==> src/rtl/sup_rst_pkg.sv <==
package sup_rst_pkg;

  // Strobes from control to the timeout datapath
  typedef struct packed {
    logic load;   // reload the full timeout
    logic dec;    // count one cycle down
  } tmrStrobe_t;

  typedef enum logic {
    ST_LOW = 1'b0,   // system reset asserted
    ST_RUN = 1'b1    // system running
  } supState_t;

endpackage

==> src/rtl/sup_rst_sync.sv <==
module sup_rst_sync #(
  parameter int              WIDTH   = 3,
  parameter int              STAGES  = 2,
  parameter logic [WIDTH-1:0] RST_VAL = '0
) (
  input  logic             clk,
  input  logic             rstN,
  input  logic [WIDTH-1:0] din,
  output logic [WIDTH-1:0] dout
);

  generate
    if (STAGES <= 1) begin : g_single
      logic [WIDTH-1:0] stageQ;
      always_ff @(posedge clk or negedge rstN) begin
        if (!rstN) stageQ <= RST_VAL;
        else       stageQ <= din;
      end
      assign dout = stageQ;
    end else begin : g_chain
      logic [STAGES-1:0][WIDTH-1:0] pipeQ;
      always_ff @(posedge clk or negedge rstN) begin
        if (!rstN) pipeQ <= {STAGES{RST_VAL}};
        else       pipeQ <= {pipeQ[STAGES-2:0], din};
      end
      assign dout = pipeQ[STAGES-1];
    end
  endgenerate

endmodule

==> src/rtl/sup_rst_glitch_filter.sv <==
module sup_rst_glitch_filter #(
  parameter int MIN_LOW = 20
) (
  input  logic clk,
  input  logic rstN,
  input  logic pinN,     // synchronised active-low request
  output logic held      // request qualified as a real press
);

  localparam int CW = (MIN_LOW < 2) ? 1 : $clog2(MIN_LOW + 1);
  localparam logic [CW-1:0] LAST = CW'(MIN_LOW - 1);

  logic [CW-1:0] lowCnt;

  always_ff @(posedge clk or negedge rstN) begin
    if (!rstN) begin
      lowCnt <= '0;
      held   <= 1'b0;
    end else if (pinN) begin
      lowCnt <= '0;
      held   <= 1'b0;
    end else if (lowCnt == LAST) begin
      held   <= 1'b1;
    end else begin
      lowCnt <= lowCnt + 1'b1;
    end
  end

endmodule

==> src/rtl/sup_rst_datapath.sv <==
module sup_rst_datapath
  import sup_rst_pkg::*;
#(
  parameter int TIMEOUT = 20_000_000
) (
  input  logic       clk,
  input  logic       rstN,
  input  tmrStrobe_t strb,
  output logic       cntLast
);

  localparam int CW = (TIMEOUT < 2) ? 1 : $clog2(TIMEOUT + 1);
  localparam logic [CW-1:0] FULL = CW'(TIMEOUT);

  logic [CW-1:0] cnt;

  always_ff @(posedge clk or negedge rstN) begin
    if (!rstN)                     cnt <= FULL;
    else if (strb.load)            cnt <= FULL;
    else if (strb.dec && cnt != 0) cnt <= cnt - 1'b1;
  end

  assign cntLast = (cnt == CW'(1));

endmodule

==> src/rtl/sup_rst_ctrl.sv <==
module sup_rst_ctrl
  import sup_rst_pkg::*;
(
  input  logic       clk,
  input  logic       rstN,
  input  logic       lowSync,
  input  logic       okSync,
  input  logic       mrHeld,
  input  logic       wdExpire,
  input  logic       cntLast,
  output tmrStrobe_t strb,
  output logic       sysRstN
);

  supState_t state;
  supState_t stateNxt;
  logic      badQ;
  logic      supplyBad;
  logic      holdSrc;

  // Hysteresis: set by the low flag, cleared only by the ok flag
  assign supplyBad = lowSync | (badQ & ~okSync);
  assign holdSrc   = supplyBad | mrHeld;

  always_comb begin
    strb.load = holdSrc | wdExpire;
    strb.dec  = (state == ST_LOW) & ~strb.load;
  end

  always_comb begin
    stateNxt = state;
    if (strb.load)                  stateNxt = ST_LOW;
    else if (strb.dec && cntLast)   stateNxt = ST_RUN;
  end

  always_ff @(posedge clk or negedge rstN) begin
    if (!rstN) begin
      state <= ST_LOW;
      badQ  <= 1'b1;
    end else begin
      state <= stateNxt;
      badQ  <= supplyBad;
    end
  end

  assign sysRstN = (state == ST_RUN);

endmodule

==> src/rtl/sup_reset_gen.sv <==
module sup_reset_gen
  import sup_rst_pkg::*;
#(
  parameter int TIMEOUT_CYCLES   = 20_000_000,
  parameter int MR_FILTER_CYCLES = 20,
  parameter int SYNC_STAGES      = 2
) (
  input  logic clk,
  input  logic rstN,
  input  logic supplyLowFlag,
  input  logic supplyOkFlag,
  input  logic manRstN,
  input  logic wdExpire,
  output logic sysRstN,
  output logic resetActive
);

  // bit 2: manual, bit 1: ok, bit 0: low. Reset state assumes a bad supply.
  localparam logic [2:0] SYNC_RST = 3'b101;

  logic [2:0] syncOut;
  logic       mrHeld;
  logic       cntLast;
  tmrStrobe_t strb;

  sup_rst_sync #(
    .WIDTH  (3),
    .STAGES (SYNC_STAGES),
    .RST_VAL(SYNC_RST)
  ) sync_i (
    .clk (clk),
    .rstN(rstN),
    .din ({manRstN, supplyOkFlag, supplyLowFlag}),
    .dout(syncOut)
  );

  sup_rst_glitch_filter #(
    .MIN_LOW(MR_FILTER_CYCLES)
  ) mrFilt_i (
    .clk (clk),
    .rstN(rstN),
    .pinN(syncOut[2]),
    .held(mrHeld)
  );

  sup_rst_ctrl ctrl_i (
    .clk     (clk),
    .rstN    (rstN),
    .lowSync (syncOut[0]),
    .okSync  (syncOut[1]),
    .mrHeld  (mrHeld),
    .wdExpire(wdExpire),
    .cntLast (cntLast),
    .strb    (strb),
    .sysRstN (sysRstN)
  );

  sup_rst_datapath #(
    .TIMEOUT(TIMEOUT_CYCLES)
  ) dp_i (
    .clk    (clk),
    .rstN   (rstN),
    .strb   (strb),
    .cntLast(cntLast)
  );

  assign resetActive = ~sysRstN;

endmodule

==> config.mk <==
export PLATFORM = sky130hd
export DESIGN_NAME = sup_reset_gen
export DESIGN_NICKNAME = d
export VERILOG_FILES = /design/src/rtl/sup_rst_pkg.sv /design/src/rtl/sup_rst_sync.sv /design/src/rtl/sup_rst_glitch_filter.sv /design/src/rtl/sup_rst_datapath.sv /design/src/rtl/sup_rst_ctrl.sv /design/src/rtl/sup_reset_gen.sv
export SDC_FILE = /design/constraint.sdc
export NUM_CORES = 1
export LEC_CHECK = 0
export BUFFER_PORTS_ARGS = -buffer_cell sky130_fd_sc_hd__buf_2
export CORE_ASPECT_RATIO = 1.5
export CORE_UTILIZATION = 55
export CTS_CLUSTER_SIZE = 10
export DETAILED_ROUTE_END_ITERATION = 16
export PLACE_DENSITY = 0.79
export SLEW_MARGIN = 20
export SYNTH_ARGS = -nofsm -noshare
export SYNTH_HDL_FRONTEND = slang
export SYNTH_SLANG_ARGS = --single-unit
==> constraint.sdc <==
create_clock -name clk -period 2 [get_ports clk]
set_input_delay 0.1 -clock clk [delete_from_list [all_inputs] [get_ports clk]]
set_output_delay 0.1 -clock clk [all_outputs]
set_load 0.03 [all_outputs]
# == After elaboration in Yosys (flattened, before gate mapping) ==
# Index checks and enable logic that the tools add are counted.
# word_totals
rom_bits,0
ramBits,0
mem_count,0
inputBits,6
latchBits,0
out_inout_bits,2
reg_bits,39
# op_classes
div_mod_pow,0
order_cmp,0
n_bitwise,8
n_shift,0
reduce_logical,6
mux,8
eq_ne,3
n_mul,0
addsub,2
# ops
cell,n
$mux 25,2
$eq 25x1->1 const B,1
$reduce_bool 25->1,1
$sub 25x1->25 const B,1
$mux 5,2
$reduce_bool 2->1,3
$add 5x1->5 const B,1
$eq 5x5->1 const B,1
$mux 1,4
$not 1->1,3
$or 1x1->1,3
$and 1x1->1,2
$logic_and 1x1->1,2
$ne 2x2->1 const B,1

# == Depth between registers and ports, before layout ==
# Gate-level depths: netlist of the first run.
# logic_depth
depth_word,10
mapped_depth,8
ltp_nobuf,7

# == By module ==
# Synthesis of the first run repeated with hierarchy kept, for this count alone.
# hier_totals
hier_cells,205
hier_area_um2,2055.7
# modules_own_cells
mod,n_inst,area_each_um2,cells_per_inst,seq_area_each_um2
sup_rst_datapath,1,1500.2,162,635.6
sup_rst_glitch_filter,1,270.3,24,150.1
sup_rst_sync,1,177.7,9,155.1
sup_rst_ctrl,1,103.8,9,51.3
sup_reset_gen,1,3.8,1,0.0

# == Worst setup path before layout of the first run ==
# No wires, ideal clock.
# synth_timing
path_kind,register to register
start,register dp_i.cnt[0]
end,register dp_i.cnt[22]
setup_time_ns,0.066
path_slack_ns,-0.253
t_arrival_ns,2.187
path_stages_with_launch,8
n_path_buf,0
path_cell_list,dfrtp_1 > inv_1 > ha_1 > nor4b_1 > nand4b_1 > or4b_1 > or4_1 > nand2_1
# synth_via
elab_chain_cells,3
elab_cells_between_ends,6
classes_between,add/sub: 1; mux: 2; reduce/logical: 3
# synth_rtl
element,line,rtl
from (decl),sup_rst_datapath.sv:15,logic [CW-1:0] cnt;
from (signal assigned),sup_rst_datapath.sv:20,else if (strb.dec && cnt != 0) cnt <= cnt - 1'b1;
$sub 25x1->25 or $reduce_bool 25->1 (tied branches),sup_rst_datapath.sv:20,
$mux 25 or $logic_and 1x1->1 (tied branches),sup_rst_datapath.sv:20,
$mux 25 or $reduce_bool 2->1 (tied branches),n/a,
# Parallel ways exist; a longest one is shown, timed or not. The select of a mux whose other input is x is not followed.
# A chain may end at the register's enable or synchronous reset.

# == Final worst setup path of the first run ==
# layout_timing
start,register dp_i.cnt[1]
end,register dp_i.cnt[20]
# The elaborated chain is that of the path after synthesis.

==> results.md, run 1 <==
- The run finished, with violations left.
- The final reports fail on negative setup slack.
- After synthesis, the cell types taking the most area are sky130_fd_sc_hd__dfrtp_1 32%, sky130_fd_sc_hd__dfstp_2 17%, sky130_fd_sc_hd__nor2_1 4.1%, sky130_fd_sc_hd__or4_1 3.0%, sky130_fd_sc_hd__nand3_1 2.7%.
- The sum of routed wire length over all layers is 6.654 mm.
- The worst-case setup margin in the final layout is -0.2999 ns.
- The initial antenna violation count was 0.
- The time the worst path needs with I/O delays and setup is 2.300 ns.
- In the synthesized netlist the dominant register cell turns out to be sky130_fd_sc_hd__dfrtp_1.
- The placed cell count is between 200 and 300.
- The full die area is a little under 4000 um2.
- The number of global-route vias before repair came to 2030.
- The worst vdd rail ir drop is ~0.0007 V.
- At the pin with the least slew margin, the transition time is 0.8700 ns.
- For this configuration, the core starts out at a cell density of 58.45%.
- The category of the critical setup timing path is flop to flop.
- Among all cell types in the netlist, the one instantiated most often is sky130_fd_sc_hd__dfrtp_1.
- The sequential fraction of the synthesis area is 49.22%.
- The final layout net count is roughly 270.
- The power per unit of standard cell area is 610.9 nW/um2.
- STA classifies the critical path endpoint as a flop.
- The post-synthesis instance area is 2016 um2.
- The die is 51.43 um wide.
- The layout cell share with drive strength beyond 1 is approximately 45%.
- The clock skew after layout is approximately 0.0097 ns.
- The utilization of the core after routing is 82.84%.
- The H-tree was split into 2 levels.
- The tree is rooted in a sky130_fd_sc_hd__clkbuf_8.
- The biggest area contributor in the post-synthesis netlist is sky130_fd_sc_hd__dfrtp_1.
- The adder-cell area share of the yosys netlist is 2.483%.
- In this run, synthesis produced a sequential element count of 39.
- The fill cell instance count of the final layout is 195.
- Global routing used 31.20% of the available tracks.
- The relative slew slack is 42.00%.
- The die extent in y is 76.15 um.
- The clock tree from TritonCTS is done.
- The max-slew violation total from the final report is 0.
- The standard cell core area is roughly 3400 um2.
- Of all flip-flops after synthesis, the portion carrying an async set or reset was 100.0%.
- The count of max-cap constraint violations is 0.
- The post-synth net total is 211.
- The area fraction in compound gates after synthesis is between 10% and 20%.
- The sum of met3 wire segment lengths after detailed routing is between 400 and 500 um.
- The pin count of the biggest net entering global routing is 40.
- The area share of the largest cell type after synthesis is between 30 and 40%.
- The global-route wire length before repair is 9.101 mm.
- Detailed placement ended at an HPWL of around 3.5 mm.
- The number of placement rows is 26.
- The sum of routed wire segments on met1 is 2.329 mm.
- The number of antenna diodes is 0.
- The number of hold-slack violations in the final timing report is 0.
- At the worst endpoint, the required time is 2.25 ns.
- Port buffering added 7 buffers.
- Dividing the synthesized area by the synthesized cell count gives 10.03 um2.
- The number of clock buffers inserted by TritonCTS is 5.
- The highest metal layer carrying signal wires in the routed design is met4.
- Counting every instance in the synthesized netlist gives 201.
- In this run the cell area measured after placement is about 2400 um2.
- The final cell area excluding filler cells is roughly 2900 um2.
- By count the netlist is led by 26 x sky130_fd_sc_hd__dfrtp_1, 22 x sky130_fd_sc_hd__nor2_1, 13 x sky130_fd_sc_hd__dfstp_2.
- The average routed wire per standard cell is 22.18 um.
- The clock-pin transition on the worst setup and hold timing paths is 0.08 ns.
- The worst hold-check path type is primary input to flop.
- For the worst setup path, the data arrival time is 2.55 ns.
- Leaving out filler cells and counting taps, the final layout contains 300.
- The number of clock sinks is 39.
- The largest family of logic cells by synthesized area is simple AND/OR/NAND/NOR gates.
- The violation count after the first detailed-routing iteration is between 100 and 150.
- The antenna violation net count after detailed routing is 0.
- The post-synthesis share of cell area spent on xor and xnor gates is under 10%.
- The count of flip-flops with a built-in enable after synthesis is 0.
- The area share of and/or/nand/nor cells after synthesis is 29.30%.
- The latest clock arrival within the worst-skew pair is 0.30 ns.
- The Yosys step of the flow raised 0 warnings.
- The final critical path takes up 115.0% of the cycle.
- The routed design uses 3.426 mm of met2 wire.
- The longest clock path from root to sink contains 2 buffers.
- Setup repair after global routing could not meet its margin everywhere.
- The highest achievable clock rate is 434.8 MHz.
- The category of the worst setup path launch point is a flop.
- Setup violations remaining at the end of the flow were counted as 24.
- The detailed-routing iteration count for the pre-antenna-repair pass is 4.
- The total grt overflow is 0.
- After synthesis, the netlist uses 50 different library cells.
- The final RePlAce weighted congestion is 0.9050.
- The analysis attributes to cell leakage a power of 0.001206 uW.
- For this run, design rule violations remaining after detail routing come to 0.
- After detailed routing, the number of vias per cell comes to 6.763.
- The mux share of post-synthesis cell area is 1.490%.
- Across all layers, the routed design uses 2029 vias.
- Of all nets on the critical path, the largest fanout is 3.
- The relative area change from synthesis to final layout is 41.71%.
- 8 I/O pins were placed.
-- layout make-up --
type | instances | area, um2 | area share, %
tap | 42 | 52.55 | 1.840
clock inverter | 2 | 35.03 | 1.226
clock buffer | 6 | 82.58 | 2.891
multi-input combinational | 150 | 1216 | 42.58
timing repair buffer | 57 | 462.9 | 16.21
inverter | 4 | 15.01 | 0.5256
sequential | 39 | 992.2 | 34.74
-- placed cells by master (no fill, tap or decap), types with 3 or more instances in the layout --
cell type,n
sky130_fd_sc_hd__buf_6,8
sky130_fd_sc_hd__nand3_2,4
sky130_fd_sc_hd__a21oi_1,6
sky130_fd_sc_hd__or4_1,3
sky130_fd_sc_hd__nand2b_1,6
sky130_fd_sc_hd__or3_1,4
sky130_fd_sc_hd__clkbuf_8,6
sky130_fd_sc_hd__nand3_1,7
sky130_fd_sc_hd__buf_4,37
sky130_fd_sc_hd__ha_1,3
sky130_fd_sc_hd__nand4_1,5
sky130_fd_sc_hd__and2_1,3
sky130_fd_sc_hd__xnor2_1,3
sky130_fd_sc_hd__dfrtp_1,26
sky130_fd_sc_hd__o211ai_1,3
sky130_fd_sc_hd__nor2_1,21
sky130_fd_sc_hd__nor4_2,3
sky130_fd_sc_hd__xor2_1,3
sky130_fd_sc_hd__buf_2,7
sky130_fd_sc_hd__o31ai_1,4
sky130_fd_sc_hd__dfstp_2,13
sky130_fd_sc_hd__dlygate4sd3_1,4
sky130_fd_sc_hd__mux2i_1,3
sky130_fd_sc_hd__nor3_1,7
sky130_fd_sc_hd__nand2_1,9
sky130_fd_sc_hd__or4_4,6
-- metal layers --
layer / vias up / track usage [%]
met4: 0 / 16.22
met3: 47 / 5.988
met5: - / 0
met2: 118 / 54.94
met1: 1007 / 33.77
li1: 857 / -
-- power breakdown --
group	internal [uW]	switching [uW]	leakage [uW]	total (uW)
clock	404	277	0.0000612	680
sequential	819	24.0	0.000489	843
combinational	93.9	128	0.000655	222
total	1320	429	0.00121	1750
-- sequential cells by signal, indices dropped and copies added (netlist names) --
signal	flops
ctrl_i.badQ	1
ctrl_i.sysRstN	1
dp_i.cnt	25
mrFilt_i.lowCnt	5
sync_i.dout	3
mrFilt_i.held	1
sync_i.g_chain.pipeQ	3
-- kinds of logic (layout without fill, tap and decap cells) --
logic type / after synthesis / after routing
and+or+nand+nor: 100 / 100
DFF: 39 / 39
AOI/OAI and AO/OA: 36 / 36
buffers and inverters: 12 / 69
xor gates and xnor gates: 7 / 7
adders and majority gates: 4 / 4
muxes: 3 / 3
-- worst max-delay path, cell delays in order, from the launching register on --
cell,delay (ns)
sky130_fd_sc_hd__dfrtp_1,0.42
sky130_fd_sc_hd__inv_2,0.11
sky130_fd_sc_hd__ha_4,0.14
sky130_fd_sc_hd__nor4b_4,0.21
sky130_fd_sc_hd__nand4b_1,0.28
sky130_fd_sc_hd__buf_4,0.24
sky130_fd_sc_hd__or4_4,0.42
sky130_fd_sc_hd__or3_4,0.35
sky130_fd_sc_hd__nand3_2,0.07
-- final timing paths --
kind	startpoint	end	slack (ns)	cells past startpoint
hold reg to reg	sync_i.g_chain.pipeQ[2]$_DFF_PN1_	sync_i.dout[2]$_DFF_PN1_	0.35	0
setup reg to reg	dp_i.cnt[1]$_DFFE_PN0P_	dp_i.cnt[20]$_DFFE_PN1P_	-0.30	8
max in group asynchronous	rstN	dp_i.cnt[12]$_DFFE_PN0P_	0.98	2
min in group asynchronous	rstN	sync_i.dout[1]$_DFF_PN0_	0.46	2
hold / removal	wdExpire	dp_i.cnt[22]$_DFFE_PN0P_	0.24	4
setup / recovery	dp_i.cnt[1]$_DFFE_PN0P_	dp_i.cnt[20]$_DFFE_PN1P_	-0.30	8
-- metrics by stage --
step / setup TNS, ns / worst slack (ns) / total power (uW) / hold WS (ns)
2_1_floorplan: -0.08468 / -0.08468 / 950.8 / -0.1956
3_3_place_gp: -0.02485 / -0.01997 / 1026 / 0.2054
3_5_place_dp: -0.4001 / -0.1173 / 1038 / 0.2062
4_1_cts: -0.3594 / -0.1355 / 1720 / 0.2403
5_1_grt: -3.703 / -0.3639 / 1802 / 0.2441
6_report: -2.128 / -0.2999 / 1745 / 0.2438
-- what timing repair did --
item / in CTS / in global routing
setup buffers: 4 / 6
cloned: 1 / 0
setup endpoints to repair: 13 / 26
pin swaps: 4 / 22
hold buffers: 4 / 0
endpoints found under the hold margin: 29 / 0
gates resized for setup: 10 / 42
Power figures use the tool's default switching activity.
==> run 2: changes to the inputs <==
--- a/config.mk
+++ b/config.mk
@@ -11,6 +11,7 @@
 export CTS_CLUSTER_SIZE = 10
 export DETAILED_ROUTE_END_ITERATION = 16
 export PLACE_DENSITY = 0.79
+export SETUP_SLACK_MARGIN = 0.02
 export SLEW_MARGIN = 20
 export SYNTH_ARGS = -nofsm -noshare
 export SYNTH_HDL_FRONTEND = slang
==> results.md, run 2 (same netlist as run 1, synthesis figures left out) <==
- The HPWL after detailed placement is 3.480 mm (was 3.485 mm).
- The number of global-route vias before repair is 2058 (was 2030).
- The total vias in the final route is 1895 (was 2029).
- The boundary pin count is 8 (unchanged).
- The standard cell core area is 3448 um2 (unchanged).
- The relative area change from synthesis to final layout is 32.03% (was 41.71%).
- The master cell of the clock root buffer was sky130_fd_sc_hd__clkbuf_8 (unchanged).
- The number of cells on the worst hold path is 4 (unchanged).
- The end point of the worst hold path is dp_i.cnt[16]$_DFFE_PN1P_ (was dp_i.cnt[22]$_DFFE_PN0P_).
- The fill cell instance count of the final layout is 214 (was 195).
- Regs by FF count: dp_i.cnt (25), mrFilt_i.lowCnt (5) (unchanged).
- The setup slack on the worst flop-to-flop path was -0.18 ns (was -0.30 ns).
- The antenna violation net count after detailed routing was 0 (unchanged).
- The die width is 51.43 um (unchanged).
- The total leakage power is 0.001145 uW (was 0.001206 uW).
- The count of input and output buffers is 7 (unchanged).
- The sum of routed wire segments on met1 is 2.098 mm (was 2.329 mm).
- The logic depth of the worst register-to-register path is 8 (unchanged).
- The pin count of the biggest net entering global routing is 40 (unchanged).
- The die extent in y is 76.15 um (unchanged).
- The number of hold-slack violations in the final timing report is 0 (unchanged).
- The sum of met3 wire segment lengths after detailed routing is 209 um (was 446 um).
- The number of buffers on the longest clock path is 2 (unchanged).
- The initial antenna violation count was 0 (unchanged).
- The critical path arrival is 2.42 ns (was 2.55 ns).
- Critical-path cell list: inv_2, ha_4, nor4b_4, nand4b_1, buf_4, or4_4, or3_1, nand3_1 (was inv_2, ha_4, nor4b_4, nand4b_1, buf_4, or4_4, or3_4, nand3_2).
- The post-detailed-route via-to-cell ratio is 6.359 (was 6.763).
- The uppermost layer routed is met4 (unchanged).
- The worst hold-check path type is primary input to flop (unchanged).
- The detailed-routed wire length on met2 was 2.938 mm (was 3.426 mm).
- The number of clock sinks is 39 (unchanged).
- The average routed wire per standard cell is 18.32 um (was 22.18 um).
- The total track usage came to 30.65% (was 31.20%).
- The relative slew slack is 42.50% (was 42.00%).
- The clock-pin transition on the worst setup and hold timing paths is 0.07 ns (was 0.08 ns).
- The category of the critical setup timing path was flop to flop (unchanged).
- The transition at the pin with the smallest max-transition slack is 0.8624 ns (was 0.8700 ns).
- The initial cell density of the core is 58.45% (unchanged).
- The leading cell type in the layout, fill and taps excluded is sky130_fd_sc_hd__buf_4 (unchanged).
- The count of unresolved DRC violations after routing is 0 (unchanged).
- The max-slew violation total from the final report is 0 (unchanged).
- The category of the worst setup path launch point is a flop (unchanged).
- The final RePlAce weighted congestion is 0.9298 (was 0.9050).
- The total grt overflow came to 0 (unchanged).
- The global-route wire length before repair was 8.970 mm (was 9.101 mm).
- The final setup TNS is -0.8608 ns (was -2.128 ns).
- The origin of the critical flop-to-flop path is dp_i.cnt[1]$_DFFE_PN0P_ (unchanged).
- The worst vdd rail ir drop is 0.0006920 V (was 0.0006988 V).
- The time the worst path needs with I/O delays and setup is 2.175 ns (was 2.300 ns).
- The worst-case setup margin in the final layout came to -0.1750 ns (was -0.2999 ns).
- The final setup violation count came to 13 (was 24).
- The post-route clock period utilization is 108.8% (was 115.0%).
- The sum of routed wire length over all layers is 5.460 mm (was 6.654 mm).
- The layout cell share with drive strength beyond 1 is 38.28% (was 45.35%).
- The number of placement rows was 26 (unchanged).
- Setup repair after global routing missed its margin: yes (unchanged).
- The register bank with the most flops was dp_i.cnt (unchanged).
- Outcome: complete, but fails checks (unchanged).
- The full die area is 3916 um2 (unchanged).
- The number of clock buffers inserted by TritonCTS is 5 (unchanged).
- The number of antenna diodes came to 0 (unchanged).
- Commonest cells after routing, fill and taps aside: 41 x sky130_fd_sc_hd__buf_4, 26 x sky130_fd_sc_hd__dfrtp_1, 21 x sky130_fd_sc_hd__nor2_1 (was 37 x sky130_fd_sc_hd__buf_4, 26 x sky130_fd_sc_hd__dfrtp_1, 21 x sky130_fd_sc_hd__nor2_1).
- The detailed-routing iteration count for the pre-antenna-repair pass is 4 (unchanged).
- The largest stage delay on the critical path was 0.41 ns (was 0.42 ns).
- The maximum level of the CTS H-tree is 2 (unchanged).
- The critical path capture point type is a flop (unchanged).
- The power per unit of standard cell area is 611.9 nW/um2 (was 610.9 nW/um2).
- The start point of the worst hold path is wdExpire (unchanged).
- The clock skew after layout came to 0.005899 ns (was 0.009741 ns).
- The pre-CTS setup slack was -0.09893 ns (was -0.1173 ns).
- The flip-flop count of the largest register after layout is 25 (unchanged).
- The slowest cell on the critical path is sky130_fd_sc_hd__or4_4 (was sky130_fd_sc_hd__dfrtp_1).
- The highest achievable clock rate is 459.8 MHz (was 434.8 MHz).
- The maximum fanout along the worst path was 3 (unchanged).
- The clock tree from TritonCTS is done (unchanged).
- The final layout net count came to 265 (was 267).
- The data required time of the worst path was 2.24 ns (was 2.25 ns).
- The violation count after the first detailed-routing iteration is 78 (was 143).
- The latest clock arrival within the worst-skew pair is 0.30 ns (about the same).
- The count of max-cap constraint violations was 0 (unchanged).
- Violated checks: negative setup slack (unchanged).
- The destination of the worst register-to-register timing path was dp_i.cnt[20]$_DFFE_PN1P_ (unchanged).
==> run 2: final cells by class <==
class	instances	area (um2)	share of cell area, %
Multi-Input combinational cell	151	1096	41.18
Sequential cell	39	992.2	37.28
Timing Repair Buffer	54	405.4	15.23
Clock buffer	8	100.1	3.761
Tap cell	42	52.55	1.975
Inverter	4	15.01	0.5642
==> run 2: metal layers <==
| metal | vias up | track usage, % |
|---|---|---|
| met4 | 0 | 20.54 |
| met2 | 53 | 51.82 |
| met3 | 22 | 7.784 |
| li1 | 855 | - |
| met1 | 965 | 31.85 |
| met5 | - | 0 |
==> run 2: worst max-delay path by stage <==
| stage | cells after the start | startpoint | slack, ns | endpoint |
|---|---|---|---|---|
| floorplan | 5 | dp_i.cnt[14]$_DFFE_PN0P_ | -0.07 | dp_i.cnt[22]$_DFFE_PN0P_ |
| global placement | 5 | dp_i.cnt[16]$_DFFE_PN1P_ | -0.02 | dp_i.cnt[22]$_DFFE_PN0P_ |
| detailed placement | 5 | dp_i.cnt[16]$_DFFE_PN1P_ | -0.1 | dp_i.cnt[22]$_DFFE_PN0P_ |
| CTS | 5 | dp_i.cnt[17]$_DFFE_PN0P_ | -0.11 | dp_i.cnt[22]$_DFFE_PN0P_ |
| global route | 8 | dp_i.cnt[1]$_DFFE_PN0P_ | -0.22 | dp_i.cnt[20]$_DFFE_PN1P_ |
| finish | 8 | dp_i.cnt[1]$_DFFE_PN0P_ | -0.18 | dp_i.cnt[20]$_DFFE_PN1P_ |
==> run 2: critical path: cells and delay by family, from the launching register on <==
family                     cells  cell delay, ns
DFF                            1            0.40
adders and majority gates      1            0.13
and+or+nand+nor                5            1.30
buffers and inverters          2            0.29
==> run 2: per-stage QoR <==
step                      hold WS (ns)  std cells  power [uW]  area (um2)  util, %
after floorplan                -0.1956        201       951.6        2058        -
after global placement          0.2053        276        1027        2357    68.36
after detailed placement        0.2063        276        1040        2357    68.36
after CTS                       0.2381        294        1634        2601    75.44
after global routing            0.2560        298        1695        2661    77.18
final                           0.2487        298        1629        2661    77.18
==> run 2: what timing repair did <==
item / in CTS / in global routing
hold endpoints to repair: 29 / 0
setup endpoints to repair: 17 / 26
cloned: 1 / 0
hold buffers: 4 / 0
gates resized for setup: 12 / 8
buffers inserted: 5 / 4
pin swaps: 6 / 6
==> run 2: power by group <==
part | internal, uW | switching (uW) | total [uW] | leakage (uW)
registers | 819 | 24.3 | 843 | 0.000489
logic | 91.8 | 110 | 202 | 0.000604
clock network | 315 | 269 | 583 | 0.0000515
==> run 3: changes to the inputs <==
--- a/config.mk
+++ b/config.mk
@@ -7,10 +7,10 @@
 export LEC_CHECK = 0
 export BUFFER_PORTS_ARGS = -buffer_cell sky130_fd_sc_hd__buf_2
 export CORE_ASPECT_RATIO = 1.5
-export CORE_UTILIZATION = 55
+export CORE_UTILIZATION = 45
 export CTS_CLUSTER_SIZE = 10
 export DETAILED_ROUTE_END_ITERATION = 16
-export PLACE_DENSITY = 0.79
+export PLACE_DENSITY = 0.68
 export SETUP_SLACK_MARGIN = 0.02
 export SLEW_MARGIN = 20
 export SYNTH_ARGS = -nofsm -noshare
==> results.md, run 3 (same netlist as run 1, synthesis figures left out) <==
- Outcome: complete, but fails checks (unchanged).
- Violated checks: negative setup slack (unchanged).
- The clock tree from TritonCTS was done (unchanged).
- The standard cell core area is 4245 um2 (was 3448 um2).
- The maximum level of the CTS H-tree is 2 (unchanged).
- The initial antenna violation count is 0 (unchanged).
- The leading cell type in the layout, fill and taps excluded is sky130_fd_sc_hd__buf_4 (unchanged).
- The number of buffer and inverter instances along the worst setup path is 1 (was 2).
- The flip-flop count of the largest register after layout is 25 (unchanged).
- Critical-path cell list: nor4_1, nand4b_1, buf_4, or4_4, or3_1, nand3_1 (was inv_2, ha_4, nor4b_4, nand4b_1, buf_4, or4_4, or3_1, nand3_1).
- The number of placement rows is 29 (was 26).
- The utilization of the core after routing is 65.52% (was 77.18%).
- The full die area is 4756 um2 (was 3916 um2).
- The fill cell instance count of the final layout was 326 (was 214).
- The category of the critical setup timing path is flop to flop (unchanged).
- The pin count of the biggest net entering global routing came to 40 (unchanged).
- The critical path capture point type is a flop (unchanged).
- The worst-case setup margin in the final layout is -0.1527 ns (was -0.1750 ns).
- The number of antenna diodes is 0 (unchanged).
- The number of clock buffers inserted by TritonCTS is 5 (unchanged).
- The final layout net count is 272 (was 265).
- The largest stage delay on the critical path is 0.47 ns (was 0.41 ns).
- The total vias in the final route is 1799 (was 1895).
- The total grt overflow was 0 (unchanged).
- The register bank with the most flops is dp_i.cnt (unchanged).
- The placed cell area is 2442 um2 (was 2357 um2).
- Regs by FF count: dp_i.cnt (25), mrFilt_i.lowCnt (5) (unchanged).
- The critical path arrival is 2.39 ns (was 2.42 ns).
- The post-detailed-route via-to-cell ratio came to 5.822 (was 6.359).
- The number of buffers on the longest clock path was 2 (unchanged).
- The total leakage power is 0.001197 uW (was 0.001145 uW).
- The detailed-routing iteration count for the pre-antenna-repair pass is 4 (unchanged).
- The data required time of the worst path came to 2.24 ns (about the same).
- The HPWL after detailed placement is 3.424 mm (was 3.480 mm).
- The master cell of the clock root buffer is sky130_fd_sc_hd__clkbuf_8 (unchanged).
- The time the worst path needs with I/O delays and setup is 2.153 ns (was 2.175 ns).
- The relative area change from synthesis to final layout came to 37.99% (was 32.03%).
- The global-route wire length before repair came to 7.955 mm (was 8.970 mm).
- The worst vdd rail ir drop is 0.0004968 V (was 0.0006920 V).
- Commonest cells after routing, fill and taps aside: 44 x sky130_fd_sc_hd__buf_4, 26 x sky130_fd_sc_hd__dfrtp_1, 22 x sky130_fd_sc_hd__nor2_1 (was 41 x sky130_fd_sc_hd__buf_4, 26 x sky130_fd_sc_hd__dfrtp_1, 21 x sky130_fd_sc_hd__nor2_1).
- The count of unresolved DRC violations after routing is 0 (unchanged).
- The final cell area excluding filler cells is 2781 um2 (was 2661 um2).
- The sum of met3 wire segment lengths after detailed routing is 156 um (was 209 um).
- The latest clock arrival within the worst-skew pair is 0.30 ns (about the same).
- The number of hold-slack violations in the final timing report is 0 (unchanged).
- Setup repair after global routing missed its margin: yes (unchanged).
- The largest delay contributor family on the critical path is simple AND/OR/NAND/NOR gates (unchanged).
- The worst hold-check path type was primary input to flop (unchanged).
- The average routed wire per standard cell was 16.66 um (was 18.32 um).
- The sum of routed wire length over all layers is 5.149 mm (was 5.460 mm).
- The sum of routed wire segments on met1 was 2.028 mm (was 2.098 mm).
- The final hold slack is 0.2387 ns (was 0.2487 ns).
- The relative slew slack is 41.69% (was 42.50%).
- The placed cell count is 289 (was 276).
- The count of input and output buffers was 7 (unchanged).
- The boundary pin count is 8 (unchanged).
- The die width came to 56.65 um (was 51.43 um).
- The uppermost layer routed is met4 (unchanged).
- The violation count after the first detailed-routing iteration is 69 (was 78).
- The highest achievable clock rate came to 464.5 MHz (was 459.8 MHz).
- The count of max-cap constraint violations came to 0 (unchanged).
- The layout cell share with drive strength beyond 1 came to 41.06% (was 38.28%).
- The slowest cell on the critical path is sky130_fd_sc_hd__nor4_1 (was sky130_fd_sc_hd__or4_4).
- The clock-pin transition on the worst setup and hold timing paths came to 0.08 ns (was 0.07 ns).
- The total power of the final layout came to 1711 uW (was 1629 uW).
- The transition at the pin with the smallest max-transition slack is 0.8747 ns (was 0.8624 ns).
- The max-slew violation total from the final report came to 0 (unchanged).
- The detailed-routed wire length on met2 is 2.802 mm (was 2.938 mm).
- The number of clock sinks came to 39 (unchanged).
- The antenna violation net count after detailed routing is 0 (unchanged).
- The initial cell density of the core was 47.48% (was 58.45%).
- The power per unit of standard cell area is 615.2 nW/um2 (was 611.9 nW/um2).
- The total track usage was 22.05% (was 30.65%).
- The post-route non-filler standard cell count is 309 (was 298).
- The final RePlAce weighted congestion was 0.9034 (was 0.9298).
- The die extent in y is 83.97 um (was 76.15 um).
- The category of the worst setup path launch point is a flop (unchanged).
- The post-route clock period utilization came to 107.6% (was 108.8%).
- The number of global-route vias before repair is 1732 (was 2058).
- The maximum fanout along the worst path came to 3 (unchanged).
- The clock skew after layout is 0.008100 ns (was 0.005899 ns).
- The final setup violation count came to 10 (was 13).
-- run 3: cell count changes in the layout (fill, tap and decap cells not counted), moves of 2 or more --
cell	change
sky130_fd_sc_hd__buf_4	+3
sky130_fd_sc_hd__buf_6	+3
sky130_fd_sc_hd__clkbuf_8	-2
sky130_fd_sc_hd__o21ai_0	-2
sky130_fd_sc_hd__o21ai_2	+3
-- run 3: cell type report --
class | instances | area [um2] | share of cell area, %
Inverter | 4 | 15.01 | 0.5398
Timing Repair Buffer | 61 | 481.7 | 17.32
Clock buffer | 5 | 68.82 | 2.474
Tap cell | 46 | 57.56 | 2.069
Multi-Input combinational cell | 151 | 1122 | 40.35
Sequential cell | 39 | 992.2 | 35.67
Clock inverter | 3 | 43.79 | 1.574
-- run 3: worst reg2reg max path: stages, from the launching register on --
cell and delay [ns]:
sky130_fd_sc_hd__dfstp_2 0.39, sky130_fd_sc_hd__nor4_1 0.47, sky130_fd_sc_hd__nand4b_1 0.22, sky130_fd_sc_hd__buf_4 0.19, sky130_fd_sc_hd__or4_4 0.40, sky130_fd_sc_hd__or3_1 0.32
sky130_fd_sc_hd__nand3_1 0.10
-- run 3: timing repair --
action / in CTS / in global routing
resized for setup: 4 / 25
gates cloned: 0 / 1
hold buffers: 4 / 0
endpoints found under the setup margin: 10 / 22
setup buffers: 4 / 3
hold endpoints to repair: 29 / 0
pin swaps: 5 / 19
-- run 3: per-layer routing --
layer	vias up	track usage (%)
met3	11	4.341
met1	893	24.30
met5	-	0
li1	867	-
met2	28	39.68
met4	0	9.978
-- run 3: final timing paths --
check	slack [ns]	from	cells past startpoint	to
worst min register to register	0.35	sync_i.g_chain.pipeQ[1]$_DFF_PN0_	0	sync_i.dout[1]$_DFF_PN0_
worst max-delay path	-0.15	dp_i.cnt[8]$_DFFE_PN1P_	6	dp_i.cnt[20]$_DFFE_PN1P_
max in group asynchronous	0.99	rstN	2	dp_i.cnt[7]$_DFFE_PN0P_
min in group asynchronous	0.45	rstN	2	dp_i.cnt[2]$_DFFE_PN0P_
worst min-delay path	0.24	wdExpire	4	dp_i.cnt[16]$_DFFE_PN1P_
worst max register to register	-0.15	dp_i.cnt[8]$_DFFE_PN1P_	6	dp_i.cnt[20]$_DFFE_PN1P_
-- run 3: stage by stage --
step	setup WS, ns	TNS, ns
finish	-0.1527	-0.5269
detailed placement	-0.05798	-0.1773
global placement	-0.01107	-0.01107
floorplan	-0.07391	-0.07391
global route	-0.2508	-2.049
CTS	-0.05448	-0.1077
-- run 3: power by group --
group / internal [uW] / switching, uW / total, uW / leakage, uW
Combinational: 97.2 / 111 / 208 / 0.000649
Sequential: 819 / 22.1 / 841 / 0.000489
Clock: 371 / 291 / 662 / 0.0000581
Total: 1290 / 424 / 1710 / 0.00120
